`src/rtl/lf_pkg.sv`:
```
package lf_pkg;
  typedef enum logic [1:0] {
    FILL_IDLE  = 2'd0,
    FILL_FETCH = 2'd1,
    FILL_WRITE = 2'd2
  } fillState_t;

  // strobes from control to datapath
  typedef struct packed {
    logic load;      // latch a new miss
    logic capture;   // store the arriving chunk
    logic critical;  // arriving chunk is the first one
  } fillStrobes_t;
endpackage

```
`src/rtl/lf_ctrl.sv`:
```
module lf_ctrl
  import lf_pkg::*;
#(
  parameter int CHUNKS = 4
) (
  input  logic                        clk,
  input  logic                        rstN,
  input  logic                        missReq,
  input  logic                        memRspValid,
  output logic                        busy,
  output logic                        memReq,
  output logic                        cacheWe,
  output logic                        fillDone,
  output fillStrobes_t                strb,
  output logic [$clog2(CHUNKS)-1:0]   cnt
);
  localparam int CB = $clog2(CHUNKS);
  localparam logic [CB-1:0] LAST = CB'(CHUNKS - 1);

  fillState_t state, stateNext;
  logic lastChunk;

  assign strb.load     = (state == FILL_IDLE) && missReq;
  assign strb.capture  = (state == FILL_FETCH) && memRspValid;
  assign strb.critical = strb.capture && (cnt == '0);
  assign lastChunk     = strb.capture && (cnt == LAST);

  always_comb begin
    stateNext = state;
    unique case (state)
      FILL_IDLE:  if (missReq)   stateNext = FILL_FETCH;
      FILL_FETCH: if (lastChunk) stateNext = FILL_WRITE;
      FILL_WRITE:                stateNext = FILL_IDLE;
      default:                   stateNext = FILL_IDLE;
    endcase
  end

  always_ff @(posedge clk or negedge rstN) begin
    if (!rstN) begin
      state <= FILL_IDLE;
      cnt   <= '0;
    end else begin
      state <= stateNext;
      if (strb.load)         cnt <= '0;
      else if (strb.capture) cnt <= cnt + 1'b1;
    end
  end

  assign busy     = (state != FILL_IDLE);
  assign memReq   = (state == FILL_FETCH);
  assign cacheWe  = (state == FILL_WRITE);
  assign fillDone = cacheWe;


  req_held_chk: assert property (@(posedge clk) disable iff (!rstN)
    memReq && !memRspValid |=> memReq);

  we_single_chk: assert property (@(posedge clk) disable iff (!rstN)
    cacheWe |=> !cacheWe && !busy);

  busy_start_chk: assert property (@(posedge clk) disable iff (!rstN)
    $rose(busy) |-> $past(missReq));
endmodule

```
`src/rtl/lf_datapath.sv`:
```
module lf_datapath
  import lf_pkg::*;
#(
  parameter int ADDR_W     = 32,
  parameter int BUS_BYTES  = 8,
  parameter int LINE_BYTES = 32
) (
  input  logic                                   clk,
  input  logic                                   rstN,
  input  fillStrobes_t                           strb,
  input  logic [$clog2(LINE_BYTES/BUS_BYTES)-1:0] cnt,
  input  logic [ADDR_W-1:0]                      missAddr,
  input  logic [BUS_BYTES*8-1:0]                 memRspData,
  output logic [ADDR_W-1:0]                      memRdAddr,
  output logic                                   coreValid,
  output logic [BUS_BYTES*8-1:0]                 coreData,
  output logic [ADDR_W-1:0]                      cacheLineAddr,
  output logic [LINE_BYTES*8-1:0]                cacheLineData
);
  localparam int CHUNKS = LINE_BYTES / BUS_BYTES;
  localparam int CB     = $clog2(CHUNKS);
  localparam int BB     = $clog2(BUS_BYTES);
  localparam int OFF    = $clog2(LINE_BYTES);
  localparam int BUS_W  = BUS_BYTES * 8;
  localparam int TAG_W  = ADDR_W - OFF;

  logic [TAG_W-1:0]                 lineBase;
  logic [CB-1:0]                    startIdx;
  logic [CB-1:0]                    idx;
  logic [CHUNKS-1:0][BUS_W-1:0]     fillBuf;

  // wrap falls out of the CB-bit sum
  assign idx = startIdx + cnt;

  always_ff @(posedge clk or negedge rstN) begin
    if (!rstN) begin
      lineBase  <= '0;
      startIdx  <= '0;
      coreValid <= 1'b0;
      coreData  <= '0;
    end else begin
      if (strb.load) begin
        lineBase <= missAddr[ADDR_W-1:OFF];
        startIdx <= missAddr[OFF-1:BB];
      end
      coreValid <= strb.critical;
      if (strb.critical) coreData <= memRspData;
    end
  end

  for (genvar g = 0; g < CHUNKS; g++) begin : g_slot
    always_ff @(posedge clk or negedge rstN) begin
      if (!rstN)                                 fillBuf[g] <= '0;
      else if (strb.capture && idx == CB'(g))    fillBuf[g] <= memRspData;
    end
  end

  assign memRdAddr     = {lineBase, idx, {BB{1'b0}}};
  assign cacheLineAddr = {lineBase, {OFF{1'b0}}};
  assign cacheLineData = fillBuf;


  core_pulse_chk: assert property (@(posedge clk) disable iff (!rstN)
    coreValid |=> !coreValid);

  first_chunk_chk: assert property (@(posedge clk) disable iff (!rstN)
    strb.load |=> memRdAddr[OFF-1:0] == {$past(missAddr[OFF-1:BB]), {BB{1'b0}}});
endmodule

```
`src/rtl/linefill_cwf.sv`:
```
module linefill_cwf
  import lf_pkg::*;
#(
  parameter int ADDR_W     = 32,
  parameter int BUS_BYTES  = 8,
  parameter int LINE_BYTES = 32
) (
  input  logic                    clk,
  input  logic                    rstN,
  input  logic                    missReq,
  input  logic [ADDR_W-1:0]       missAddr,
  output logic                    busy,
  output logic                    memReq,
  output logic [ADDR_W-1:0]       memRdAddr,
  input  logic                    memRspValid,
  input  logic [BUS_BYTES*8-1:0]  memRspData,
  output logic                    coreValid,
  output logic [BUS_BYTES*8-1:0]  coreData,
  output logic                    cacheWe,
  output logic [ADDR_W-1:0]       cacheLineAddr,
  output logic [LINE_BYTES*8-1:0] cacheLineData,
  output logic                    fillDone
);
  localparam int CHUNKS = LINE_BYTES / BUS_BYTES;
  localparam int CB     = $clog2(CHUNKS);

  fillStrobes_t  strb;
  logic [CB-1:0] cnt;

  lf_ctrl #(.CHUNKS(CHUNKS)) ctrl_i (
    .clk(clk), .rstN(rstN), .missReq(missReq), .memRspValid(memRspValid),
    .busy(busy), .memReq(memReq), .cacheWe(cacheWe), .fillDone(fillDone),
    .strb(strb), .cnt(cnt)
  );

  lf_datapath #(.ADDR_W(ADDR_W), .BUS_BYTES(BUS_BYTES), .LINE_BYTES(LINE_BYTES)) dp_i (
    .clk(clk), .rstN(rstN), .strb(strb), .cnt(cnt), .missAddr(missAddr),
    .memRspData(memRspData), .memRdAddr(memRdAddr), .coreValid(coreValid),
    .coreData(coreData), .cacheLineAddr(cacheLineAddr), .cacheLineData(cacheLineData)
  );
endmodule

```
`config.mk`:
```
export PLATFORM = sky130hd
export DESIGN_NAME = linefill_cwf
export DESIGN_NICKNAME = d
export VERILOG_FILES = /design/src/rtl/lf_pkg.sv /design/src/rtl/lf_ctrl.sv /design/src/rtl/lf_datapath.sv /design/src/rtl/linefill_cwf.sv
export SDC_FILE = /design/constraint.sdc
export NUM_CORES = 1
export LEC_CHECK = 0
export BUFFER_PORTS_ARGS = -buffer_cell sky130_fd_sc_hd__buf_2
export CAP_MARGIN = 20
export CELL_PAD_IN_SITES_DETAIL_PLACEMENT = 1
export CELL_PAD_IN_SITES_GLOBAL_PLACEMENT = 1
export CORE_AREA = 2 2 189 191
export CTS_BUF_LIST = sky130_fd_sc_hd__clkbuf_2
export CTS_CLUSTER_DIAMETER = 120
export DETAILED_ROUTE_END_ITERATION = 8
export DIE_AREA = 0 0 191 193
export PLACE_DENSITY = 0.88
export SYNTH_ARGS = -nofsm -noshare
export SYNTH_HDL_FRONTEND = slang
export SYNTH_SLANG_ARGS = --single-unit
```
`constraint.sdc`:
```
create_clock -name clk -period 3.2 [get_ports clk]
set_input_delay 0.32 -clock clk [delete_from_list [all_inputs] [get_ports clk]]
set_output_delay 0.32 -clock clk [all_outputs]
set_load 0.01 [all_outputs]
```
=== Yosys cells after proc, flatten, opt, wreduce, memory -nomap -nowiden ===
Index checks and enable logic that the tools add are counted.

* Equal/unequal tests: 8
* Add/sub/neg operators: 2
* Reductions and logical operators: 14
* Muxes and demuxes: 5

{| class="wikitable"
|+ Operators with widths
! kind !! count
|-
| 2-bit == test (second input constant) || 4
|-
| 1-bit logical AND || 8
|-
| 2-bit two-way mux || 4
|-
| 2-bit logical NOT || 3
|-
| 2-bit by 1-bit == test with 1-bit output (second input constant) || 2
|-
| 2-bit one-hot mux with 2 select lines || 1
|-
| 2-bit nonzero test || 2
|-
| 2-bit by 1-bit adder with 2-bit output (second input constant) || 1
|-
| 2-bit adder || 1
|-
| 2-bit by 1-bit != test with 1-bit output (second input constant) || 1
|-
| 2-bit != test (second input constant) || 1
|-
| 2-bit AND reduction || 1
|}

* Output and inout port bits: 389
* Word-level logic and storage cells: 39
* Bits in registers: 354

=== Logic depth before layout (Yosys ltp) ===
* Depth after elaboration: 5
* Gate-level depth with buffers: 6

=== Cells and area by module ===
A second synthesis with hierarchy kept.

* Cells, all modules: 805
* Area total of the unflattened synthesis: 13789.5 um2

{| class="wikitable"
|+ By module, submodules not included
! module !! sequential area each (um2) !! instances !! cells each !! area an instance (um2)
|-
| lf_datapath || 8758.4 || 1 || 780 || 13526.7
|-
| lf_ctrl || 100.1 || 1 || 25 || 262.8
|}

=== Worst setup path before layout ===
OpenSTA, ideal clock, no wires.

* Kind: reg-to-reg
* Start: reg ctrl_i.cnt[0]
* End: reg dp_i.fillBuf, in the netlist dp_i.cacheLineData[195]
* Setup slack: 1298 ps
* Stages on the path, launching flop included: 7
* Library setup time: 125 ps
* Data required time: 3075 ps
* Arrival: 1777 ps
* Buffers on the path: 2
* Path through: dfrtp_1 -> ha_1 -> and4b_1 -> and2b_1 -> buf_2 -> buf_4 -> mux2_2

* Cells in the longest elaborated chain, start to end: 3

{| class="wikitable"
|+ RTL lines
! what !! line !! source
|-
| start: declaration || lf_ctrl.sv:15 || <nowiki>output logic [$clog2(CHUNKS)-1:0] cnt</nowiki>
|-
| start signal: assignment || lf_ctrl.sv:45 || <nowiki>else if (strb.capture) cnt <= cnt + 1'b1;</nowiki>
|-
| 2-bit adder || lf_datapath.sv:33 || <nowiki>assign idx = startIdx + cnt;</nowiki>
|-
| net memRdAddr[3] || linefill_cwf.sv:14 || <nowiki>output logic [ADDR_W-1:0] memRdAddr,</nowiki>
|-
| 2-bit == test || lf_datapath.sv:54 || <nowiki>else if (strb.capture && idx == CB'(g)) fillBuf[g] <= memRspData;</nowiki>
|-
| 1-bit logical AND || lf_datapath.sv:54 ||
|-
| end signal: indexed assignment || lf_datapath.sv:54 ||
|-
| end: declaration || lf_datapath.sv:30 || <nowiki>logic [CHUNKS-1:0][BUS_W-1:0] fillBuf;</nowiki>
|}

The timed path passes the listed nets, and every way through them passes these cells.
A chain may end at the register's enable or synchronous reset.

=== Worst setup path in the final report ===
* Start: reg ctrl_i.state[0]
* End: reg dp_i.lineBase[4]

* Cells in the longest elaborated chain, start to end: 2

{| class="wikitable"
|+ RTL lines
! what !! line !! source
|-
| start: declaration || lf_ctrl.sv:20 || <nowiki>fillState_t state, stateNext;</nowiki>
|-
| start signal: assignment || lf_ctrl.sv:43 || <nowiki>state <= stateNext;</nowiki>
|-
| 2-bit logical NOT || lf_ctrl.sv:23 || <nowiki>assign strb.load = (state == FILL_IDLE) && missReq;</nowiki>
|-
| 1-bit logical AND || lf_ctrl.sv:23 ||
|-
| end signal: assignment || lf_datapath.sv:43 || <nowiki>lineBase <= missAddr[ADDR_W-1:OFF];</nowiki>
|-
| end: declaration || lf_datapath.sv:27 || <nowiki>logic [TAG_W-1:0] lineBase;</nowiki>
|}

No other way between the ends.

==> impl_metrics.json <==
{
  "syn_area_um2": 13810,
  "cp.required_ps": 4020,
  "powerDensity_nw_per_um2": 1160,
  "maxSlewViolCount": 0,
  "antenna_found_initial": 4,
  "wire_per_inst_um": 23.63,
  "timing.max_slew.rel_slack_pct": 51.83,
  "clock_latency_ps": 950,
  "hold_slack_ps": 145.8,
  "hpwl_mm": 27.02,
  "gp_congestion": 0.8207,
  "finalSetupViolCount": 0,
  "drive_gt1_share_pct": 66.06,
  "clk_pin_slew_ps": 110,
  "clock-sinks": 354,
  "async_reset_ff_share_pct": 100.0,
  "cts-buffers-inserted": 91,
  "rsz0062_at_grt": "no",
  "synth_top_cell_area_share_pct": 64.15,
  "vdd_drop_max_mv": 0.7226,
  "routedLengthMet1_mm": 16.70,
  "finalSetupTns_ps": 0,
  "cts_tree": "yes",
  "hold_path.class": "primary input to flip-flop",
  "yosysSeqAreaShare_pct": 64.15,
  "gr-total-overflow": 0,
  "vias_per_cell": 4.914,
  "grt_pass1_vias": 11120,
  "wirelength_mm": 46.23,
  "synthTopCellsByArea": "dfrtp_1 64%, mux2_2 24%, mux2_4 6.5%",
  "port-buffer-count": 477,
  "synth_area_per_cell_um2": 17.09,
  "start_util_pct": 39.50,
  "ys_warn_count": 0,
  "ys_ff_latch": 354,
  "fin_crit_ps": 2724,
  "clockBufferDepth": 3,
  "post-place-ws_ps": 816.5,
  "dieWidth_um": 191,
  "worst_slew_pin_slew_ps": 722.5,
  "remaining_drc_errors": 0,
  "hold_viol_final": 0,
  "drt_pass1_iterations": 4,
  "status": "finished, final reports clean",
  "cp_data_arrival_time_ps": 3550,
  "total_power_uw": 21390,
  "yosys-top-cells-count": "354 x dfrtp_1, 289 x mux2_2, 60 x mux2_4",
  "grt_max_degree": 81,
  "pin_count": 489,
  "wl_met2_mm": 24.92,
  "finalNetCount": 1544,
  "start_kind": "flip-flop",
  "grt_pass1_wl_mm": 68.22,
  "cap_viol_max_count": 0,
  "met3WireLength_mm": 2.661,
  "htreeDepth": 3,
  "dr.first_iter.drc_count": 275,
  "grt_usage_pct": 24.78,
  "worstSetupPathType": "flip-flop to flip-flop",
  "final_util_pct": 52.74,
  "highest_layer": "met4",
  "num_vias": 9611,
  "synth_cell_types": 28,
  "die_h_um": 193,
  "syn2layout_area_growth_pct": 33.53,
  "rows": 69,
  "root_buffer": "clkbuf_2",
  "min_period_over_period_pct": 85.11,
  "end_kind": "flip-flop",
  "synth_cells": 808,
  "ys.flop_type": "dfrtp_1",
  "synth_top_area_cell": "dfrtp_1",
  "skew_ps": 71.49,
  "post-synth-top-count-cell": "dfrtp_1",
  "coreArea_um2": 34960,
  "cts_setup_buffers": 0,
  "cp_max_fo": 27,
  "drtAntennaViolNets": 0,
  "fp.dieArea_um2": 36860,
  "leakagePower_uw": 0.009138,
  "fmax_mhz": 367.2,
  "setup_slack_ps": 476.4,
  "synth-edff-count": 0
}
==> cell usage in the layout (no fill, tap or decap), drive strengths merged, types with 2 or more instances in the layout <==
cell         count
nor2b            2
dlygate4sd3    112
buf            495
clkbuf         129
a22o             2
nand2            2
inv              8
ha               3
clkinv           9
mux2           349
conb             8
bufinv           3
dfrtp          354
nor2             2
diode            4
==> final cells by class <==
cell class	instances	area, µm²
clock buffers	129	645.6
well taps	461	576.8
flip-flops and latches	354	8859
repair buffers	607	3774
inverters	6	22.52
clock inverters	14	132.6
diodes	4	10.01
fillers	3609	16520
multi-input cells	381	4420
==> power breakdown <==
group          switching [µW]  internal, µW
clock network            1870          1290
logic                    4910          5050
registers                1470          6800
==> final timing paths <==
path                                                        to  cells after the start  slack, ps                                from
max in group asynchronous  dp_i.cacheLineData[198]$_DFFE_PN0P_                      4       2090                                rstN
min                               dp_i.lineBase[2]$_DFFE_PN0P_                      3        150                         missAddr[7]
min reg2reg                 dp_i.cacheLineData[90]$_DFFE_PN0P_                      1        510  dp_i.cacheLineData[90]$_DFFE_PN0P_
max reg2reg                       dp_i.lineBase[4]$_DFFE_PN0P_                      5        480         ctrl_i.state[0]$_DFFE_PN0P_
max                               dp_i.lineBase[4]$_DFFE_PN0P_                      5        480         ctrl_i.state[0]$_DFFE_PN0P_
min in group asynchronous         dp_i.lineBase[7]$_DFFE_PN0P_                      4        610                                rstN
==> per-layer routing <==
metal,GRT usage [%],vias up
met5,0,-
met4,12.76,0
met3,6.353,134
met2,45.33,419
met1,26.37,4963
li1,-,4095
==> worst max-delay path, cell delays in order (launching register included) <==
cell	delay [ps]
dfrtp_1	530
or2_2	420
nor2_2	210
buf_4	420
mux2_2	410
dlygate4sd3_1	590
==> metrics by stage <==
step,instances,cell area (µm²)
floorplan,815,13840
global placement,1696,16500
detailed placement,1696,16500
CTS,1952,18430
global route,1956,18440
finish,1956,18440
==> cells by family after synthesis <==
family / Yosys count / share of synthesized area (%)
adder cells (fa/ha/maj): 3 / 0.2718
flip-flops: 354 / 64.15
other: 1 / 0.02716
multiplexers: 350 / 30.16
AO/OA/AOI/OAI: 5 / 0.2809
buffers and inverters: 80 / 4.277
AND/OR/NAND/NOR: 14 / 0.6706
XOR/XNOR: 1 / 0.1631
==> sequential cells by signal, indices dropped and copies added, names as in the netlist <==
register	cells
ctrl_i.cnt	2
dp_i.lineBase	27
ctrl_i.state	2
dp_i.coreData	64
dp_i.cacheLineData	256
dp_i.startIdx	2
dp_i.coreValid	1
==> what timing repair did <==
item	4_1_cts	5_1_grt
endpoints found under the hold margin	707	0
endpoints found under the setup margin	0	0
hold buffers	113	0
resized for setup	0	0
Note: power is estimated with default switching activity, not from simulation.
